===== src/rtl/fpw_pkg.sv =====
// Shared definitions for the widening converter.
// Assumes IEEE-754 binary16/32/64 encodings.
package fpw_pkg;

    // Value classes decoded from exponent and fraction fields
    typedef enum logic [2:0] {
        FC_ZERO = 3'd0,
        FC_SUB  = 3'd1,
        FC_NORM = 3'd2,
        FC_INF  = 3'd3,
        FC_QNAN = 3'd4,
        FC_SNAN = 3'd5
    } fp_class_e;

    localparam int HALF_EW = 5;
    localparam int HALF_FW = 10;
    localparam int SGL_EW  = 8;
    localparam int SGL_FW  = 23;
    localparam int DBL_EW  = 11;
    localparam int DBL_FW  = 52;

endpackage


===== src/rtl/fpw_classify.sv =====
// Classifies one floating-point operand from its exponent and fraction.
// Assumes FW >= 1; the fraction MSB tells a quiet NaN from a signalling one.
module fpw_classify #(
    parameter int EW = 8,
    parameter int FW = 23
) (
    input  logic [EW-1:0]          exp_i,
    input  logic [FW-1:0]          frac_i,
    output fpw_pkg::fp_class_e     cls_o
);
    import fpw_pkg::*;

    logic exp_zero;
    logic exp_ones;
    logic frac_zero;

    assign exp_zero  = (exp_i == '0);
    assign exp_ones  = (exp_i == '1);
    assign frac_zero = (frac_i == '0);

    // Decode the class from the field extremes
    always_comb begin
        if (exp_zero)
            cls_o = frac_zero ? FC_ZERO : FC_SUB;
        else if (exp_ones)
            cls_o = frac_zero ? FC_INF : (frac_i[FW-1] ? FC_QNAN : FC_SNAN);
        else
            cls_o = FC_NORM;
    end
endmodule


===== src/rtl/fpw_widen.sv =====
// Widens one classified operand from a (SEW,SFW) format to a (DEW,DFW) format.
// Assumes DEW > SEW and DFW > SFW so every source value is exact in the target.
module fpw_widen #(
    parameter int SEW = 5,
    parameter int SFW = 10,
    parameter int DEW = 8,
    parameter int DFW = 23
) (
    input  logic                   sign_i,
    input  logic [SEW-1:0]         exp_i,
    input  logic [SFW-1:0]         frac_i,
    input  fpw_pkg::fp_class_e     cls_i,
    input  logic                   dn_en_i,
    output logic [DEW+DFW:0]       res_o,
    output logic                   invalid_o
);
    import fpw_pkg::*;

    localparam int SHIFT    = DFW - SFW;
    localparam int BIAS_ADJ = (2 ** (DEW - 1) - 1) - (2 ** (SEW - 1) - 1);
    localparam int LZW      = $clog2(SFW + 1);

    logic [LZW-1:0] lz;
    logic [SFW-1:0] renorm_frac;
    logic [DEW-1:0] renorm_exp;
    logic [DEW-1:0] rebias_exp;
    logic [DFW-1:0] wide_frac;
    logic [DFW-1:0] nan_frac;

    // Leading-zero count of the source fraction, searched from the MSB
    always_comb begin
        logic found;
        lz    = '0;
        found = 1'b0;
        for (int i = SFW - 1; i >= 0; i--) begin
            if (!found && frac_i[i]) begin
                lz    = LZW'(SFW - 1 - i);
                found = 1'b1;
            end
        end
    end

    assign renorm_frac = frac_i << (lz + LZW'(1));
    assign renorm_exp  = DEW'(BIAS_ADJ) - DEW'(lz);
    assign rebias_exp  = DEW'(exp_i) + DEW'(BIAS_ADJ);
    assign wide_frac   = {frac_i, {SHIFT{1'b0}}};
    assign nan_frac    = wide_frac | {1'b1, {(DFW-1){1'b0}}};

    // Assemble the destination encoding per source class
    always_comb begin
        invalid_o = (cls_i == FC_SNAN);
        unique case (cls_i)
            FC_ZERO: res_o = {sign_i, {DEW{1'b0}}, {DFW{1'b0}}};
            FC_SUB:  res_o = {sign_i, renorm_exp, renorm_frac, {SHIFT{1'b0}}};
            FC_NORM: res_o = {sign_i, rebias_exp, wide_frac};
            FC_INF:  res_o = {sign_i, {DEW{1'b1}}, {DFW{1'b0}}};
            default: begin
                if (dn_en_i)
                    res_o = {1'b0, {DEW{1'b1}}, 1'b1, {(DFW-1){1'b0}}};
                else
                    res_o = {sign_i, {DEW{1'b1}}, nan_frac};
            end
        endcase
    end
endmodule


===== src/rtl/fpw_stage.sv =====
// Optional output stage: one valid-qualified register or a straight wire.
// Assumes synchronous active-low reset; reset clears valid and data.
module fpw_stage #(
    parameter int W   = 65,
    parameter bit REG = 1'b1
) (
    input  logic         clk,
    input  logic         rst_n,
    input  logic         vld_i,
    input  logic [W-1:0] dat_i,
    output logic         vld_o,
    output logic [W-1:0] dat_o
);
    generate
        if (REG) begin : g_reg
            // Capture the converted word each cycle, cleared by reset
            always_ff @(posedge clk) begin
                if (!rst_n) begin
                    vld_o <= 1'b0;
                    dat_o <= '0;
                end else begin
                    vld_o <= vld_i;
                    dat_o <= dat_i;
                end
            end
        end else begin : g_wire
            assign vld_o = vld_i;
            assign dat_o = dat_i;
        end
    endgenerate
endmodule


===== src/rtl/fp_widen.sv =====
// Top: half->single (mode 0) or single->double (mode 1) widening converter.
// Assumes raw IEEE-754 encodings; flush-to-zero and trapping are not modelled.
module fp_widen #(
    parameter bit REGISTERED = 1'b1
) (
    input  logic        clk,
    input  logic        rst_n,
    input  logic        in_valid,
    input  logic        mode,
    input  logic        dn_en,
    input  logic [31:0] src_bits,
    output logic        out_valid,
    output logic [63:0] dst_bits,
    output logic        invalid
);
    import fpw_pkg::*;

    localparam int SW = 1 + SGL_EW + SGL_FW;
    localparam int DW = 1 + DBL_EW + DBL_FW;

    fp_class_e     h_cls, s_cls;
    logic [SW-1:0] h2s_res;
    logic [DW-1:0] s2d_res;
    logic          h2s_inv, s2d_inv;
    logic [DW-1:0] sel_res;
    logic          sel_inv;
    logic [DW:0]   stage_q;

    fpw_classify #(.EW(HALF_EW), .FW(HALF_FW)) u_cls_h (
        .exp_i (src_bits[14:10]),
        .frac_i(src_bits[9:0]),
        .cls_o (h_cls)
    );

    fpw_classify #(.EW(SGL_EW), .FW(SGL_FW)) u_cls_s (
        .exp_i (src_bits[30:23]),
        .frac_i(src_bits[22:0]),
        .cls_o (s_cls)
    );

    fpw_widen #(.SEW(HALF_EW), .SFW(HALF_FW), .DEW(SGL_EW), .DFW(SGL_FW)) u_h2s (
        .sign_i   (src_bits[15]),
        .exp_i    (src_bits[14:10]),
        .frac_i   (src_bits[9:0]),
        .cls_i    (h_cls),
        .dn_en_i  (dn_en),
        .res_o    (h2s_res),
        .invalid_o(h2s_inv)
    );

    fpw_widen #(.SEW(SGL_EW), .SFW(SGL_FW), .DEW(DBL_EW), .DFW(DBL_FW)) u_s2d (
        .sign_i   (src_bits[31]),
        .exp_i    (src_bits[30:23]),
        .frac_i   (src_bits[22:0]),
        .cls_i    (s_cls),
        .dn_en_i  (dn_en),
        .res_o    (s2d_res),
        .invalid_o(s2d_inv)
    );

    // Pick the conversion named by mode, zero-extending the single result
    always_comb begin
        if (mode) begin
            sel_res = s2d_res;
            sel_inv = s2d_inv;
        end else begin
            sel_res = {{(DW-SW){1'b0}}, h2s_res};
            sel_inv = h2s_inv;
        end
    end

    fpw_stage #(.W(DW + 1), .REG(REGISTERED)) u_stage (
        .clk  (clk),
        .rst_n(rst_n),
        .vld_i(in_valid),
        .dat_i({sel_inv, sel_res}),
        .vld_o(out_valid),
        .dat_o(stage_q)
    );

    assign invalid  = stage_q[DW];
    assign dst_bits = stage_q[DW-1:0];
endmodule


===== config.mk =====
export PLATFORM = sky130hd
export DESIGN_NAME = fp_widen
export DESIGN_NICKNAME = d
export VERILOG_FILES = /design/src/rtl/fpw_pkg.sv /design/src/rtl/fpw_classify.sv /design/src/rtl/fpw_widen.sv /design/src/rtl/fpw_stage.sv /design/src/rtl/fp_widen.sv
export SDC_FILE = /design/constraint.sdc
export NUM_CORES = 1
export LEC_CHECK = 0
export ABC_CLOCK_PERIOD_IN_PS = 4300
export BUFFER_PORTS_ARGS = -buffer_cell sky130_fd_sc_hd__buf_2
export CAP_MARGIN = 10
export CORE_MARGIN = 3
export CORE_UTILIZATION = 48
export DETAILED_ROUTE_END_ITERATION = 6
export PLACE_DENSITY = 0.76
export SYNTH_ARGS = -nofsm -noshare
export SYNTH_HDL_FRONTEND = slang
export SYNTH_SLANG_ARGS = --single-unit
export TNS_END_PERCENT = 1

===== constraint.sdc =====
create_clock -name clk -period 4.3 [get_ports clk]
set_input_delay 0.86 -clock clk [delete_from_list [all_inputs] [get_ports clk]]
set_output_delay 0.86 -clock clk [all_outputs]
set_load 0.05 [all_outputs]

* Word-level counts from Yosys, hierarchy flattened
Index checks and enable logic that the tools add are counted.
Word-level totals: register bits 66, bits of input ports 37, output and inout port bits 66, logic and storage cells 168
Cells by class: add/subtract/negate cells 6, equality and inequality tests 10, shifts and indexed selects 2, multiplexer cells 78, reduce and logical (&&, ||, !) cells 69
Operators by type and width (count):
- 64-bit one-hot mux with 4 select lines | 1
- 32-bit one-hot mux with 4 select lines | 1
- 5-bit two-way mux | 21
- 32-bit two-way mux | 2
- 64-bit two-way mux | 1
- 1-bit two-way mux | 38
- 4-bit two-way mux | 8
- 1-bit logical AND | 31
- 1-bit logical NOT | 31
- 23-bit logical NOT | 1
- 23-bit by 5-bit << shifter with 23-bit output | 1
- 3-bit two-way mux | 6
- 3-bit by 2-bit == test with 1-bit output, second input constant | 4
- 8-bit by 10-bit adder with 11-bit output, second input constant | 1
- 10-bit by 5-bit subtractor with 11-bit output, first input constant | 1
- 10-bit logical NOT | 1
- 10-bit by 4-bit << shifter with 10-bit output | 1
- 5-bit by 7-bit adder with 8-bit output, second input constant | 1
- 8-bit == test, second input constant | 1
- 8-bit logical NOT | 1
- 7-bit by 4-bit subtractor with 8-bit output, first input constant | 1
- 3-bit by 1-bit == test with 1-bit output, second input constant | 2
- 3-bit == test, second input constant | 2
- 3-bit logical NOT | 2
- other kinds (5) | 5

* Longest topological paths before layout
Gate-level depths: netlist (run 1).
depth in word-level cells 71, depth in mapped cells 16, depth with buffers taken out 13

* Hierarchy
From an unflattened synthesis (run 1), not the netlist that was laid out.
Second synthesis, totals: cell total of the unflattened synthesis 701, area total of the unflattened synthesis 5816.8 µm²
By module, submodules not included:
- fpw_widen (u_s2d) | times used 1, cells each 313, area each 2130.8 µm², seq. area each 0.0 µm²
- fpw_stage | times used 1, cells each 139, area each 1800.5 µm², seq. area each 1321.3 µm²
- fpw_widen (u_h2s) | times used 1, cells each 151, area each 978.4 µm², seq. area each 0.0 µm²
- fp_widen | times used 1, cells each 72, area each 693.2 µm², seq. area each 0.0 µm²
- fpw_classify (u_cls_s) | times used 1, cells each 17, area each 133.9 µm², seq. area each 0.0 µm²
- fpw_classify (u_cls_h) | times used 1, cells each 9, area each 80.1 µm², seq. area each 0.0 µm²

* Least setup slack after synthesis (run 1)
No wires, ideal clock.
kind input to register, from input port src_bits[15], to register u_stage.dat_o[50], arrival time 4282 ps, data required time 4164 ps, path slack -117 ps, cell stages on the path 14, cells stage by stage buf_2 -> or4_1 -> nor4_4 -> nor3b_4 -> nor3_4 -> buf_6 -> ha_1 -> clkbuf_1 -> inv_1 -> clkbuf_1 -> mux4_2 -> a31o_1 -> a211oi_1 -> o221ai_1
On the way: cells in the longest elaborated chain, start to end 50, elaborated cells on any way between the ends 74
RTL lines:
- from (decl) | line fp_widen.sv:11 | input logic [31:0] src_bits,
- 1-bit logical AND | line fpw_widen.sv:36 | if (!found && frac_i[i]) begin
- 1-bit two-way mux | line fpw_widen.sv:36
- 1-bit logical NOT | line fpw_widen.sv:36
- 1-bit logical AND | line fpw_widen.sv:36
- 1-bit two-way mux | line fpw_widen.sv:36
- 1-bit logical NOT | line fpw_widen.sv:36
- 1-bit logical AND | line fpw_widen.sv:36
- 1-bit two-way mux | line fpw_widen.sv:36
- (+34 left out)
- 1-bit logical AND | line fpw_widen.sv:36
- 1-bit two-way mux | line fpw_widen.sv:36
- 1-bit logical NOT | line fpw_widen.sv:36
- 1-bit logical AND | line fpw_widen.sv:36
- 5-bit two-way mux | line fpw_widen.sv:36
- 5-bit by 1-bit adder with 5-bit output | line fpw_widen.sv:43 | assign renorm_frac = frac_i << (lz + LZW'(1));
- 23-bit by 5-bit << shifter with 23-bit output | line fpw_widen.sv:43
- 64-bit one-hot mux with 4 select lines (*) | line fpw_widen.sv:52 | unique case (cls_i)
- to (signal assigned) | line fpw_stage.sv:23 | dat_o <= dat_i;
- to (decl) | line fpw_stage.sv:12 | output logic [W-1:0] dat_o
Mark *: on every way between the ends. The rest lies on a longest branch, timed or not. A chain may end at the register's enable or synchronous reset.

* Worst setup path after layout (run 1)
from input port src_bits[18], to register u_stage.dat_o[49]
On the way: cells in the longest elaborated chain, start to end 59, elaborated cells on any way between the ends 86
RTL lines (line):
- 1-bit logical AND | fpw_widen.sv:36
- 1-bit two-way mux | fpw_widen.sv:36
- 1-bit logical NOT | fpw_widen.sv:36
- 1-bit logical AND | fpw_widen.sv:36
- 1-bit two-way mux | fpw_widen.sv:36
- 1-bit logical NOT | fpw_widen.sv:36
- 1-bit logical AND | fpw_widen.sv:36
- 1-bit two-way mux | fpw_widen.sv:36
- (+43 left out)
- 1-bit logical AND | fpw_widen.sv:36
- 1-bit two-way mux | fpw_widen.sv:36
- 1-bit logical NOT | fpw_widen.sv:36
- 1-bit logical AND | fpw_widen.sv:36
- 5-bit two-way mux | fpw_widen.sv:36
- 5-bit by 1-bit adder with 5-bit output | fpw_widen.sv:43
- 23-bit by 5-bit << shifter with 23-bit output | fpw_widen.sv:43
- 64-bit one-hot mux with 4 select lines (*) | fpw_widen.sv:52
Marks and branches as above.

==> results of run 1 <==
cell usage in the layout (no fill, tap or decap), types with 5 or more instances in the layout:
master,n
nor3_1,9
nand3_1,20
a31oi_1,7
dfxtp_1,52
clkbuf_8,5
nand2b_1,5
or3_1,5
mux4_2,19
a32oi_1,6
buf_2,89
nor2_1,45
o31ai_1,6
o21ai_1,7
xnor2_1,5
conb_1,13
a21oi_1,40
buf_4,22
and2_1,8
nand2_1,51
inv_1,13
o21ai_0,16
o211ai_1,8
nand4_1,6
nor4_1,8
mux2i_1,14
critical path: cells and delay by family:
kind | cells | cell delay [ps]
simple gates | 4 | 1340
mux | 2 | 620
buf+inv | 3 | 440
fa+ha+maj | 1 | 400
compound gates | 2 | 400
sequential cells by signal, indices dropped and copies added (netlist names):
signal,flops
u_stage.vld_o,1
u_stage.dat_o,51
worst paths after layout:
kind                    startpoint                 to  slack, ps  depth (start not counted)
worst max-delay path  src_bits[18]  u_stage.dat_o[49]        400                         12
worst min-delay path      in_valid      u_stage.vld_o        770                          2
stage by stage:
stage / hold WS (ps) / utilization, %
floorplan: 958 / -
global placement: 1070 / 56.8
detailed placement: 1080 / 56.8
CTS: 764 / 58.4
global route: 784 / 58.4
finish: 765 / 58.4
power groups by stage:
| stage | Combinational [mW] | Clock (mW) | Sequential, mW |
|---|---|---|---|
| after detailed placement | 0.456 | 0 | 0.518 |
| after global routing | 0.496 | 0.406 | 0.509 |
| final | 0.468 | 0.380 | 0.506 |
| after global placement | 0.453 | 0 | 0.517 |
| after CTS | 0.458 | 0.385 | 0.507 |
| after floorplan | 0.270 | 0 | 0.592 |
per-layer routing:
layer  wire length [um]  share of wire [%]
met3               1770                 13
met2               5590                 42
met5                  0                  0
met1               5570                 42
met4                303                2.3
cell type report:
class | instances | area (um^2)
clock buffer | 5 | 68.8
sequential | 52 | 1040
inverter | 17 | 66.3
tap | 102 | 128
clock inverter | 2 | 60.1
multi-input combinational | 382 | 2630
timing repair buffer | 111 | 611
fill | 750 | 3280
cells by family (layout without fill, tap and decap cells):
kind of cell,Yosys count,after routing,share of synthesized area (%)
flip-flops,52,52,26.2
buffers and inverters,72,135,8.70
other,1,13,0.0945
AND/OR/NAND/NOR,187,187,24.1
XOR/XNOR,6,6,1.32
adder cells (fa/ha/maj),4,4,1.26
AO/OA/AOI/OAI,135,135,22.9
multiplexers,37,37,15.4
==> metrics.md, run 1 <==
| Metric | Value |
|---|---|
| Post-CTS Setup Bufs | 0 |
| Area after DPL | 0.00448 mm^2 |
| Port bufs | 89 |
| Finished Layout Cells | 671 |
| Cts bufs inserted | 5 |
| Pwr Density | 294 mW/mm^2 |
| Pwr Total | 1.35 mW |
| Leakage | 2.00 nW |
| Post-Layout Inst Area | 0.00461 mm^2 |
| Flops & latches, synth | 52 |
| Vias | 4353 |
| Site Rows | 32 |
| Max incr delay on CP | 590 ps |
| # IOs | 103 |
| Root Buffer | clkbuf_8 |
| CP cell instances | buf_2, or4_4, nor4_4, nor3b_4, nor3_4, ha_1, inv_4, buf_4, mux4_2, mux2_2, a222oi_1, a221oi_1 |
| Area growth from synthesis to layout | 16.0% |
| Starting DRT DRC Count | 613 |
| Pin count of the biggest net entering global routing | 19 |
| Pint | 885 uW |
| Met3 Use GR | 6.49% |
| Routability cong. | 0.954 |
| Net Switching | 470 uW |
| Syn Inst Count | 494 |
| Arr. time, crit path | 4060 ps |
| Worst-path maximum fanout | 14 |
| CTS max path bufs | 2 |
| Max_cap viols | 0 |
| First-pass GRT wire length | 20900 um |
| WS Path Type | in2reg |
| Fmax | 257 MHz |
| Sequential area share after synthesis | 26.2% |
| CTS Hold Bufs | 0 |
| Die W | 96.9 um |
| GRT busiest layer | met1 |
| Initial core utilization | 50.3% |
| DRC Markers | 4 |
| Die Ht | 96.9 um |
| H-tree levels | 2 |
| HPWL after detailed placement | 9780 um |
| Setup-failing EPs final | 0 |
| Initial antenna violation count | 0 |
| Die area | 0.00940 mm^2 |
| Post-CTS Resized | 0 |
| Hold crit path type | in2reg |
| Run status | finished with violations |
| GRT overflow | 0 |
| Sw Ratio | 34.7% |
| Worst-margin pin slew | 787 ps |
| Max-slew violations | 0 |
| Vias in the first global route | 3951 |
| Async S/R FF share, synth | 0% |
| CORE AREA | 0.00789 mm^2 |
| Pre-CTS setup slack | 157 ps |
| Clock power frac | 28.1% |
| Slowest-stage cell, CP | or4_4 |
| TritonRoute pass-1 iters | 7 |
| Final wirelength | 13200 um |
| Gate power share | 34.6% |
| Worst EP required | 4470 ps |
| Antenna cells | 0 |
| CTS tree | yes |
| ANT nets after route | 0 |
| EDFF count, synth | 0 |
| GR met1 Demand/Resource | 39.6% |
| Fraction of final layout cells sized beyond drive strength 1 | 26.9% |
| Synth Flop Type | dfxtp_1 |
| Vias per cell | 6.49 |
| Most instantiated cells after synthesis | 52 x dfxtp_1, 51 x nand2_1, 45 x nor2_1 |
| Endpoints failing hold | 0 |
| Sequential cell fraction of total power | 37.4% |
| Critical Path End Type | flip-flop |
| Avg WL per Cell | 19.7 um |
| Final setup margin | 404 ps |
| Period utilization | 90.6% |
| Max rail drop VDD | 0.131 mV |
| Setup_tns | 0 ps |
| Leading area contributor after synthesis | dfxtp_1 |
| Startpoint Class | input port |
| Most common cell in the netlist | dfxtp_1 |
| Synthesized area | 0.00397 mm^2 |
| Clk pin slew, worst setup/hold paths | 90 ps |
| Syn_area_per_cell | 8.03 um^2 |
| # clock sinks | 52 |
| Synth top area share | 26.2% |
| Violated checks | DRC |
| Placed Instances | 664 |
| Minimum clock period | 3900 ps |
| Unique cell type count in the Yosys netlist | 68 |
| Unrepaired setup endpoints after global routing | no |
| Warnings from Yosys | 0 |
| Aggregate global-route resource usage | 27.0% |
| Met2 usage | 38.9% |
| Top cells by area, synth | dfxtp_1 26%, mux4_2 11%, a21oi_1 5.0% |
| Layout Nets | 610 |
| Slew HR | 47.1% |
Note: power is estimated with default switching activity, not from simulation.
==> run 2, diff against run 1 <==
- CELL_PAD_IN_SITES_DETAIL_PLACEMENT: default -> 1
- CELL_PAD_IN_SITES_GLOBAL_PLACEMENT: default -> 1
- CORE_UTILIZATION: 48 -> 35
- PLACE_DENSITY: 0.76 -> default
- PLACE_DENSITY_LB_ADDON: default -> 0.1
==> metrics.md, run 2 (synthesis gave the netlist of run 1 again) <==
| Metric | Value |
|---|---|
| Starting DRT DRC Count | 286 (-53%) |
| Setup-failing EPs final | 0 (unchanged) |
| Period utilization | 91.1% (+0.47 points) |
| Critical Path End Type | flip-flop |
| Pwr Total | 1.42 mW (+4.7%) |
| CTS tree | yes |
| Run status | completed |
| Avg WL per Cell | 21.7 um (+9.9%) |
| Fill count | 1375 (+83%) |
| ANT nets after route | 0 (unchanged) |
| Leakage | 2.05 nW (+2.5%) |
| Die Ht | 112 um (+16%) |
| First-pass GRT wire length | 24300 um (+16%) |
| Slew HR | 42.9% (-4.3 points) |
| Vias per cell | 5.94 (-8.5%) |
| Max-slew violations | 0 (unchanged) |
| Die W | 112 um (+16%) |
| CORE AREA | 0.0110 mm^2 (+39%) |
| Final wirelength | 15500 um (+17%) |
| Site Rows | 38 (+19%) |
| Clk pin slew, worst setup/hold paths | 80 ps (about the same) |
| Area growth from synthesis to layout | 19.5% |
| Aggregate global-route resource usage | 24.4% (-2.6 points) |
| TritonRoute pass-1 iters | 5 (-2) |
| Vias | 4258 (-2.2%) |
| Antenna cells | 0 (unchanged) |
| Pint | 887 uW (+0.23%) |
| Setup_tns | 0 ps (unchanged) |
| Area after DPL | 0.00459 mm^2 (+2.5%) |
| Sequential cell fraction of total power | 35.8% (-1.6 points) |
| Startpoint Class | input port |
| Vias in the first global route | 4379 (+11%) |
| Port bufs | 89 (unchanged) |
| Clock power frac | 30.1% (+2.0 points) |
| Register name with the most flops | u_stage.dat_o |
| Most common cell after layout, fill and taps aside | buf_2 |
| Arr. time, crit path | 4090 ps (+30 ps) |
| Cts bufs inserted | 5 (unchanged) |
| Slowest-stage cell, CP | or4_4 |
| Post-CTS Setup Bufs | 0 (unchanged) |
| Minimum clock period | 3920 ps (+20.4 ps) |
| Layout Nets | 617 (+1.1%) |
| CP cell instances | buf_2, or4_4, nor4_4, nor3b_4, nor3_4, ha_1, inv_4, mux4_2, mux2_2, a222oi_1, a221oi_1 |
| Routability cong. | 0.883 (-7.4%) |
| Min-Delay Path Depth | 2 (unchanged) |
| DRC Markers | 0 (-4) |
| Max_cap viols | 0 (unchanged) |
| Unrepaired setup endpoints after global routing | no |
| Worst EP required | 4470 ps (about the same) |
| Hold crit path type | in2reg |
| Post-CTS Resized | 0 (unchanged) |
| Fmax | 255 MHz (-0.52%) |
| H-tree levels | 2 (unchanged) |
| Hold Path Sink | u_stage.vld_o |
| Regs by FF count | u_stage.dat_o (51), u_stage.vld_o (1) |
| Die area | 0.0127 mm^2 (+35%) |
| Max reg flops | 51 (unchanged) |
| # IOs | 103 (unchanged) |
| Net Switching | 531 uW (+13%) |
| Worst-margin pin slew | 851 ps (+63.4 ps) |
| WS Path Type | in2reg |
| Initial core utilization | 36.1% (-14 points) |
| Fraction of final layout cells sized beyond drive strength 1 | 27.9% (+1.0 points) |
| Sw Ratio | 37.4% (+2.8 points) |
| Endpoints failing hold | 0 (unchanged) |
| HPWL after detailed placement | 12000 um (+22%) |
| CTS max path bufs | 2 (unchanged) |
| Initial antenna violation count | 0 (unchanged) |
| CTS Hold Bufs | 0 (unchanged) |
| Pin count of the biggest net entering global routing | 20 (+1) |
| Worst-path maximum fanout | 8 (-6) |
| Commonest cells after routing, fill and taps aside | 89 x buf_2, 52 x dfxtp_1, 51 x nand2_1 |
| Max incr delay on CP | 580 ps (about the same) |
| Hold_sp | in_valid |
| Post-Layout Inst Area | 0.00474 mm^2 (+3.0%) |
| Gate power share | 34.2% (-0.4 points) |
| Max rail drop VDD | 0.235 mV (+80%) |
| Pwr Density | 299 mW/mm^2 (+1.6%) |
| GRT overflow | 0 (unchanged) |
| Root Buffer | clkbuf_16 |
| # clock sinks | 52 (unchanged) |
## run 2: metal layers
metal  up-vias  track usage, %  part of all wire, %
met5         -               0                    0
met4         0            8.01                  2.6
met3        37            4.91                  5.2
li1       1972               -                    -
met2       156            43.8                   51
met1      2093            29.0                   41
## run 2: layout make-up
| type | instances | area [um^2] | area share [%] |
|---|---|---|---|
| clock inverter | 3 | 28.8 | 0.607 |
| timing repair buffer | 118 | 676 | 14.2 |
| clock buffer | 5 | 125 | 2.64 |
| multi-input combinational | 382 | 2630 | 55.5 |
| tap | 140 | 175 | 3.69 |
| inverter | 17 | 66.3 | 1.40 |
| sequential | 52 | 1040 | 21.9 |
## run 2: worst max path at each step
stage                             from           endpoint  slack [ps]  cells past startpoint
after floorplan           src_bits[15]  u_stage.dat_o[49]          80                     13
after global placement    src_bits[18]  u_stage.dat_o[49]         180                     11
after detailed placement  src_bits[18]  u_stage.dat_o[49]         100                     11
after CTS                 src_bits[18]  u_stage.dat_o[49]         410                     11
after global routing      src_bits[18]  u_stage.dat_o[49]         200                     11
final                     src_bits[18]  u_stage.dat_o[49]         380                     11
## run 2: metrics by stage
step | instances | hold slack, ps | worst slack (ps) | util, %
finish | 717 | 759 | 383 | 43.2
global route | 717 | 768 | 199 | 43.2
CTS | 717 | 755 | 413 | 43.2
detailed placement | 709 | 1080 | 104 | 41.8
global placement | 709 | 1070 | 183 | 41.8
floorplan | 506 | 958 | 77.9 | -
## run 2: power groups by stage
stage,Clock [mW],Combinational [mW],Sequential (mW)
2_1_floorplan,0,0.270,0.592
3_3_place_gp,0,0.475,0.518
3_5_place_dp,0,0.478,0.518
4_1_cts,0.436,0.480,0.507
5_1_grt,0.455,0.516,0.509
6_report,0.427,0.484,0.507
## run 2: critical path, delay by kind of cell
family          cells  cell delay, ps
fa+ha+maj           1             390
simple gates        4            1340
mux                 2             800
buf+inv             2             280
compound gates      2             410
